File: src/rtl/gpio_pkg.sv
package gpio_pkg;
  localparam logic [1:0] ADR_PINCFG = 2'd0;
  localparam logic [1:0] ADR_PORT   = 2'd1;
  localparam logic [1:0] ADR_IRQ    = 2'd2;
  localparam logic [1:0] ADR_LED    = 2'd3;
  localparam int FIELD_HI = 16;

  // status input feeding LED pin `pin` for a given selector value
  function automatic int led_src_idx(int pin, int sel, int per_port);
    return (pin / per_port) * per_port + sel;
  endfunction

  // edge of the requested polarity between two successive samples
  function automatic logic edge_hit(logic rise_sel, logic prev, logic cur);
    return rise_sel ? (cur & ~prev) : (~cur & prev);
  endfunction

  // {output enable, output value} of a general-purpose output
  function automatic logic [1:0] pad_drive(logic odrain, logic val);
    return odrain ? {~val, 1'b0} : {1'b1, val};
  endfunction
endpackage

File: src/rtl/gpio_sync.sv
module gpio_sync #(
  parameter int W = 12
) (
  input  logic         clk,
  input  logic         rst_n,
  input  logic [W-1:0] d_i,
  output logic [W-1:0] q_o
);
  logic [W-1:0] s1_q, s2_q;

  always_ff @(posedge clk or negedge rst_n) begin
    if (!rst_n) begin
      s1_q <= '0;
      s2_q <= '0;
    end else begin
      s1_q <= d_i;
      s2_q <= s1_q;
    end
  end

  assign q_o = s2_q;
endmodule

File: src/rtl/gpio_irq.sv
module gpio_irq
  import gpio_pkg::*;
#(
  parameter int NP = 12
) (
  input  logic          clk,
  input  logic          rst_n,
  input  logic [NP-1:0] lvl_i,
  input  logic [NP-1:0] watch_i,
  input  logic [NP-1:0] rise_sel_i,
  input  logic          en_we_i,
  input  logic [NP-1:0] en_d_i,
  input  logic [NP-1:0] clr_i,
  output logic [NP-1:0] evt_o,
  output logic [NP-1:0] sts_o,
  output logic [NP-1:0] en_o,
  output logic          irq_o
);
  logic [NP-1:0] prev_q, sts_q, en_q;

  for (genvar k = 0; k < NP; k++) begin : g_evt
    assign evt_o[k] = watch_i[k] & edge_hit(rise_sel_i[k], prev_q[k], lvl_i[k]);
  end

  always_ff @(posedge clk or negedge rst_n) begin
    if (!rst_n) begin
      prev_q <= '0;
      sts_q  <= '0;
      en_q   <= '0;
    end else begin
      prev_q <= lvl_i;
      sts_q  <= (sts_q & ~clr_i) | evt_o;
      if (en_we_i) en_q <= en_d_i;
    end
  end

  assign sts_o = sts_q;
  assign en_o  = en_q;
  assign irq_o = |(sts_q & en_q);


  sts_sticky_chk: assert property (@(posedge clk) disable iff (!rst_n)
    1'b1 |=> (($past(sts_q) & ~$past(clr_i) & ~sts_q) == '0));

  sts_set_chk: assert property (@(posedge clk) disable iff (!rst_n)
    1'b1 |=> (($past(evt_o) & ~sts_q) == '0));

  irq_raise_chk: assert property (@(posedge clk) disable iff (!rst_n)
    ((|(evt_o & en_q)) && !en_we_i) |=> irq_o);
endmodule

File: src/rtl/gpio_pin_cell.sv
module gpio_pin_cell
  import gpio_pkg::*;
(
  input  logic led_mode_i,
  input  logic led_on_i,
  input  logic dir_i,
  input  logic odrain_i,
  input  logic val_i,
  output logic oe_o,
  output logic out_o,
  output logic pu_o,
  output logic ie_o
);
  always_comb begin
    oe_o  = 1'b0;
    out_o = 1'b0;
    pu_o  = 1'b1;
    ie_o  = 1'b1;
    if (led_mode_i) begin
      oe_o = led_on_i;
      pu_o = 1'b0;
      ie_o = 1'b0;
    end else if (dir_i) begin
      {oe_o, out_o} = pad_drive(odrain_i, val_i);
      ie_o = 1'b0;
    end
  end
endmodule

File: src/rtl/gpio_led_ctrl.sv
module gpio_led_ctrl
  import gpio_pkg::*;
#(
  parameter int NUM_PINS      = 12,
  parameter int NUM_PORTS     = 2,
  parameter int LEDS_PER_PORT = 4,
  parameter int NUM_TMR       = 2,
  parameter int TMR_BASE      = 8,
  parameter int DW            = 32
) (
  input  logic                               clk,
  input  logic                               rst_n,
  input  logic                               wr_en_i,
  input  logic [1:0]                         addr_i,
  input  logic [DW-1:0]                      wdata_i,
  output logic [DW-1:0]                      rdata_o,
  input  logic [NUM_PINS-1:0]                pad_in_i,
  output logic [NUM_PINS-1:0]                pad_out_o,
  output logic [NUM_PINS-1:0]                pad_oe_o,
  output logic [NUM_PINS-1:0]                pad_pu_o,
  output logic [NUM_PINS-1:0]                pad_ie_o,
  input  logic [NUM_PORTS*LEDS_PER_PORT-1:0] led_stat_i,
  input  logic [NUM_TMR-1:0]                 cmp_evt_i,
  output logic [NUM_TMR-1:0]                 cap_o,
  output logic                               irq_o
);
  localparam int NP    = NUM_PINS;
  localparam int NLED  = NUM_PORTS * LEDS_PER_PORT;
  localparam int SEL_W = $clog2(LEDS_PER_PORT);
  localparam int TMR_F = FIELD_HI + NP;

  logic [NP-1:0]         odr_q, rise_q, data_q, dir_q;
  logic [NUM_TMR-1:0]    tmr_q;
  logic [NLED-1:0]       led_en_q;
  logic [NLED*SEL_W-1:0] led_sel_q;

  logic [NP-1:0] sync_lvl, led_mode, evt, sts, int_en;
  logic          irq_we;
  logic          unused_wbits;

  assign unused_wbits = ^wdata_i;
  assign irq_we = wr_en_i && (addr_i == ADR_IRQ);

  always_ff @(posedge clk or negedge rst_n) begin
    if (!rst_n) begin
      odr_q     <= '0;
      rise_q    <= '0;
      tmr_q     <= '0;
      data_q    <= '0;
      dir_q     <= '0;
      led_en_q  <= '0;
      led_sel_q <= '0;
    end else if (wr_en_i) begin
      case (addr_i)
        ADR_PINCFG: begin
          odr_q  <= wdata_i[NP-1:0];
          rise_q <= wdata_i[FIELD_HI +: NP];
          tmr_q  <= wdata_i[TMR_F +: NUM_TMR];
        end
        ADR_PORT: begin
          data_q <= wdata_i[NP-1:0];
          dir_q  <= wdata_i[FIELD_HI +: NP];
        end
        ADR_LED: begin
          led_en_q  <= wdata_i[NLED-1:0];
          led_sel_q <= wdata_i[NLED +: NLED*SEL_W];
        end
        default: ;
      endcase
    end
  end

  gpio_sync #(.W(NP)) u_sync (
    .clk(clk), .rst_n(rst_n), .d_i(pad_in_i), .q_o(sync_lvl)
  );

  gpio_irq #(.NP(NP)) u_irq (
    .clk(clk), .rst_n(rst_n), .lvl_i(sync_lvl), .watch_i(pad_ie_o),
    .rise_sel_i(rise_q), .en_we_i(irq_we), .en_d_i(wdata_i[FIELD_HI +: NP]),
    .clr_i(irq_we ? wdata_i[NP-1:0] : '0),
    .evt_o(evt), .sts_o(sts), .en_o(int_en), .irq_o(irq_o)
  );

  for (genvar k = 0; k < NP; k++) begin : g_pin
    logic lm, lo, val;
    if (k < NLED) begin : g_led
      assign lm = led_en_q[k];
      assign lo = led_stat_i[led_src_idx(k, int'(led_sel_q[k*SEL_W +: SEL_W]), LEDS_PER_PORT)];
    end else begin : g_noled
      assign lm = 1'b0;
      assign lo = 1'b0;
    end
    if (k >= TMR_BASE && k < TMR_BASE + NUM_TMR) begin : g_tmr
      assign val = tmr_q[k-TMR_BASE] ? cmp_evt_i[k-TMR_BASE] : data_q[k];
    end else begin : g_plain
      assign val = data_q[k];
    end
    assign led_mode[k] = lm;
    gpio_pin_cell u_cell (
      .led_mode_i(lm), .led_on_i(lo), .dir_i(dir_q[k]), .odrain_i(odr_q[k]),
      .val_i(val), .oe_o(pad_oe_o[k]), .out_o(pad_out_o[k]),
      .pu_o(pad_pu_o[k]), .ie_o(pad_ie_o[k])
    );
  end

  assign cap_o = sync_lvl[TMR_BASE +: NUM_TMR];

  always_comb begin
    rdata_o = '0;
    case (addr_i)
      ADR_PINCFG: begin
        rdata_o[NP-1:0]           = odr_q;
        rdata_o[FIELD_HI +: NP]   = rise_q;
        rdata_o[TMR_F +: NUM_TMR] = tmr_q;
      end
      ADR_PORT: begin
        rdata_o[NP-1:0]         = (dir_q & data_q) | (~dir_q & sync_lvl);
        rdata_o[FIELD_HI +: NP] = dir_q;
      end
      ADR_IRQ: begin
        rdata_o[NP-1:0]         = sts;
        rdata_o[FIELD_HI +: NP] = int_en;
      end
      default: begin
        rdata_o[NLED-1:0]           = led_en_q;
        rdata_o[NLED +: NLED*SEL_W] = led_sel_q;
      end
    endcase
  end


  input_quiet_chk: assert property (@(posedge clk) disable iff (!rst_n)
    ((~dir_q & ~led_mode & pad_oe_o) == '0));

  od_no_high_chk: assert property (@(posedge clk) disable iff (!rst_n)
    ((pad_oe_o & pad_out_o & (odr_q | led_mode)) == '0));

  led_pad_chk: assert property (@(posedge clk) disable iff (!rst_n)
    ((led_mode & (pad_pu_o | pad_ie_o)) == '0));

  out_no_irq_chk: assert property (@(posedge clk) disable iff (!rst_n)
    1'b1 |=> ((sts & ~$past(sts) & ~$past(pad_ie_o)) == '0));
endmodule

File: config.mk
export PLATFORM = sky130hd
export DESIGN_NAME = gpio_led_ctrl
export DESIGN_NICKNAME = d
export VERILOG_FILES = /design/src/rtl/gpio_pkg.sv /design/src/rtl/gpio_sync.sv /design/src/rtl/gpio_irq.sv /design/src/rtl/gpio_pin_cell.sv /design/src/rtl/gpio_led_ctrl.sv
export SDC_FILE = /design/constraint.sdc
export NUM_CORES = 1
export LEC_CHECK = 0
export BUFFER_PORTS_ARGS = -buffer_cell sky130_fd_sc_hd__buf_4
export CAP_MARGIN = 20
export CORE_MARGIN = 4
export CORE_UTILIZATION = 55
export DETAILED_ROUTE_END_ITERATION = 8
export PLACE_DENSITY = 0.8
export SYNTH_ARGS = -nofsm -noshare
export SYNTH_HDL_FRONTEND = slang
export SYNTH_SLANG_ARGS = --single-unit
File: constraint.sdc
create_clock -name clk -period 1.5 [get_ports clk]
set_input_delay 0.225 -clock clk [delete_from_list [all_inputs] [get_ports clk]]
set_output_delay 0.225 -clock clk [all_outputs]
set_load 0.01 [all_outputs]
Yosys cells after proc, flatten, opt, wreduce, memory -nomap -nowiden

Index checks and enable logic that the tools add are counted.

Add/subtract/negate cells: 4
Equal/unequal tests: 3
Bitwise logic cells: 80
Shift-type cells: 0
Reductions and logical operators: 7
Multipliers: 0
$lt $le $gt $ge: 8
Div/mod/pow operators: 0
Muxes and demuxes: 120

Operators by type and width:

| operator                                                    | count |
|---|---|
| two-way mux 1 bit                                           | 94 |
| AND 12 bit                                                  | 4 |
| AND 1 bit                                                   | 36 |
| NOT 1 bit                                                   | 36 |
| one-hot mux 12 bit (3 select lines)                         | 1 |
| two-way mux 2 bit                                           | 13 |
| NOT 12 bit                                                  | 2 |
| bitwise OR 12 bit                                           | 2 |
| one-hot mux 8 bit (3 select lines)                          | 1 |
| adder 3 x 2 -> 4 bit (first input constant)                 | 4 |
| less-than comparator 2 x 4 -> 1 bit (second input constant) | 4 |
| less-than comparator 4 bit (second input constant)          | 4 |
| binary-select mux 1 bit (select 3 bit)                      | 4 |
| two-way mux 12 bit                                          | 1 |
| one-hot mux 4 bit (3 select lines)                          | 1 |
| OR reduction 12 bit                                         | 1 |
| binary-select mux 1 bit (select 2 bit)                      | 4 |
| AND reduction 2 bit                                         | 3 |
| equality test 2 bit (second input constant)                 | 2 |
| two-way mux 4 bit                                           | 1 |
| OR reduction 3 bit                                          | 1 |
| equality test 2 x 1 -> 1 bit (second input constant)        | 1 |
| zero test 2 bit                                             | 1 |
| logical AND 1 bit                                           | 1 |

Memories kept: 0
Output and inout bits: 83
Bits in writable memories: 0
Latch bits: 0
Logic and storage cells: 234
ROM bits: 0
Register bits: 134

Logic depth before layout (Yosys ltp)

Depth in word-level cells: 6
Mapped depth: 6
Depth with buffers taken out: 3

Cells and area by module

Synthesis repeated with hierarchy kept, for this count alone.

Cells, all modules: 451
Area total of the unflattened synthesis: 6,462.4 µm²

Modules (own cells, without submodules):

| module        | cells each | sequential area each (µm²) | area each (µm²) | instances |
|---|---|---|---|---|
| gpio_led_ctrl | 239        | 1,851.8                    | 3,832.4         | 1 |
| gpio_irq      | 116        | 900.9                      | 1,564.0         | 1 |
| gpio_sync     | 24         | 600.6                      | 600.6           | 1 |
| gpio_pin_cell | 6          | 0.0                        | 38.8            | 12 |

Worst setup path after synthesis

No wires, ideal clock.

Kind: register to output
Start: register dir_q[0]
End: output rdata_o[0]
Data arrival time: 1.177 ns
Data required time: 1.275 ns
Buffers on the path: 0
Setup slack: 0.098 ns
Cell stages (with the launch flop): 3
Cell sequence: dfrtp_1 > mux2_2 > mux4_2

Word-level cells in the longest chain between the ends: 4

RTL lines:

| what                                  | line                 | text |
|---|---|---|
| start, declared                       | gpio_led_ctrl.sv:32  | `logic [NP-1:0] odr_q, rise_q, data_q, dir_q;` |
| start signal, assigned                | gpio_led_ctrl.sv:62  | `dir_q <= wdata_i[FIELD_HI +: NP];` |
| NOT 12 bit                            | gpio_led_ctrl.sv:117 | `rdata_o[NP-1:0] = (dir_q & data_q) \| (~dir_q & sync_lvl);` |
| AND 12 bit                            | gpio_led_ctrl.sv:117 |  |
| bitwise OR 12 bit *                   | gpio_led_ctrl.sv:117 |  |
| one-hot mux 12 bit (3 select lines) * | gpio_led_ctrl.sv:110 | `case (addr_i)` |
| end, declared                         | gpio_led_ctrl.sv:16  | `output logic [DW-1:0] rdata_o,` |

Mark *: on every way between the ends. The rest lies on a longest branch, timed or not.

Final worst setup path

Start: register dir_q[4]
End: output rdata_o[4]

The elaborated chain is that of the path after synthesis.

==> flow_summary.toml <==
[outcome]
status = "finished, violations left"
violations = "negative setup slack"

[finish]
multi_input_area_mm2 = 0.003062
nets = 757
area_growth_pct = 40.61
diodes = 0
fillCellCount = 611
ff_latch_area_mm2 = 0.003364
fin_area_mm2 = 0.009344
drive_above_1_share = 0.6017

[cts]
clock_path_buffers = 2
clk_latency_ns = 0.42
cts-root-buf = "clkbuf_16"
cts.clk_slew.worst_paths_ns = 0.05
htreeDepth = 4
cts.sinks = 134
cts_buffers = 17
tritoncts = "yes"

[global_routing]
grt_overflow = 0
grt_max_degree = 40
grt_pass1_vias = 5247
grt_usage = 0.2680
antenna_found_initial = 0
grt_pass1_wl_mm = 28.91

[synth]
async_flop_share = 1.000
ys_seq_elements = 134
synthFlopType = "dfrtp_1"
synth-edff-count = 0
seq_area_frac_synth = 0.5046
synth.distinct_cells = 29
synth_most_common_cell = "dfrtp_1"
syn_inst = 506
synth_top_area_frac = 0.5046
avgSynthCellArea_um2 = 13.13
synthesis.area_mm2 = 0.006645
yosys.area.top_type = "dfrtp_1"
ys_top_cells_by_area = "dfrtp_1 (50%), mux2_2 (13%), mux4_2 (6.8%)"
yosysWarnings = 0
synth_common_cells = "dfrtp_1 (134), mux2_2 (78), buf_4 (56), nand2_1 (27)"

[critical_path]
crit_path_max_fanout = 2
endpoint_kind = "output port"
timing.reg2reg.setup_slack_ns = 0.39
crit_type = "flop to output port"
cpPeakStageDelay_ns = 0.48
cp-start-kind = "flop"
critPathSlowestCell = "mux4_2"
crit_required_ns = 1.27
path_cells = "mux2_2 > mux4_2 > buf_6"
cp.arrival_ns = 1.75

[detailed_routing]
detail-route-antenna-nets = 0
wl_per_cell_um = 22.21
drt_iter0_markers = 495
vias = 4977
drcViolationCount = 0
routed_wl_mm = 18.90
drt_pass1_iterations = 5
avgViaCountPerCell = 5.848

[die]
dieArea_mm2 = 0.01391
die_y_um = 117.9
die_w_um = 117.9
pin_count = 142
start_util = 0.5722
std_cell_rows = 39
coreArea_mm2 = 0.01161

[placement]
portBuffers = 133
placed_cell_area_mm2 = 0.007859
dp_hpwl_mm = 12.12
gp_congestion = 0.8325

[timing]
fin_crit_ns = 1.973
finalMaxSlewViolations = 0
setup_slack_ns = -0.4729
hold_viol = 0
rsz0062_at_grt = "yes"
timing.hold.ws_ns = 0.04371
fmax_mhz = 506.9
fin_crit_sh = 1.315
setup_violations = 50
fin_skew_ns = 0.004481

[run]
maxCapViolations = 0

[power]
p_per_area_mw_per_mm2 = 1377
ir_worst_vdd_mv = 1.447
report.power.total_uw = 12860
p_leak_uw = 0.004325

[worst_hold_path]
hold_path_class = "input pin to flop"
[where the power goes]
group / switching [uW] / internal [uW]
logic: 1590 / 2510
registers: 706 / 4240
clock network: 1460 / 2370
total: 3750 / 9110
[layout by cell type (no fill, tap or decap), types with 13 or more instances in the layout]
cell type	netlist	layout
clkbuf_16	0	17
mux2_4	20	34
mux2_2	78	64
dfrtp_1	134	125
a22o_1	15	15
buf_6	4	58
buf_4	56	158
dlygate4sd3_1	0	13
mux4_2	20	20
nand2_1	27	26
[critical path, delay by kind of cell (launching register included)]
family	cells	cell delay, ns
multiplexers	2	0.82
buffers and inverters	1	0.14
flip-flops	1	0.37
[state kept, by name (all words and copies together) (netlist names)]
| register | flops |
|---|---|
| u_sync.q_o | 12 |
| u_irq.en_o | 12 |
| u_sync.s1_q | 12 |
| led_en_q | 8 |
| odr_q | 12 |
| u_irq.prev_q | 12 |
| rise_q | 12 |
| data_q | 12 |
| tmr_q | 2 |
| led_sel_q | 16 |
| u_irq.sts_o | 12 |
| dir_q | 12 |
[path summary, 6_finish.rpt]
check / from / end / cells after the start
min in group asynchronous: rst_n / dir_q[5] / 2
worst min register to register: u_sync.s1_q[4] / u_sync.q_o[4] / 0
max in group asynchronous: rst_n / led_en_q[4] / 3
worst max register to register: led_en_q[5] / led_en_q[5] / 3
worst max-delay path: dir_q[4] / rdata_o[4] / 3
worst min-delay path: wdata_i[14] / led_sel_q[6] / 2
[layer usage]
metal	GRT usage	wire, um
met5	0	0
met2	0.4621	9972
met4	0.06886	398
met1	0.3350	7480
met3	0.07352	1050
[cells by family (layout without fill, tap and decap cells)]
group / Yosys count / count (layout) / synth area share
AOI/OAI and AO/OA: 54 / 54 / 0.05856
buffers and inverters: 83 / 281 / 0.08454
DFF: 134 / 134 / 0.5046
muxes: 138 / 138 / 0.2764
other: 2 / 6 / 0.001130
and+or+nand+nor: 95 / 95 / 0.07475
[through the flow]
stage | util | instances | TNS, ns | setup slack [ns]
final | 0.8046 | 851 | -12.31 | -0.4729
after global routing | 0.8046 | 851 | -15.18 | -0.5199
after CTS | 0.7763 | 833 | -11.99 | -0.4963
after detailed placement | 0.6767 | 772 | -0.4712 | -0.08693
after global placement | 0.6767 | 772 | -0.2562 | -0.06833
after floorplan | - | 510 | 0 | 0.09819
[area by class of cell]
type,instances,area share
clock inverter,5,0.005356
clock buffer,24,0.05155
timing repair buffer,238,0.2300
sequential,134,0.3601
multi-input combinational,293,0.3277
tap,143,0.01915
inverter,14,0.006160
[what timing repair did]
action / 4_1_cts / 5_1_grt
gates resized for setup: 92 / 58
endpoints found under the hold margin: 46 / 0
hold buffers: 13 / 0
endpoints found under the setup margin: 49 / 58
pin swaps: 15 / 17
buffers inserted: 22 / 23
No activity file was read; power rests on OpenSTA's default activity.
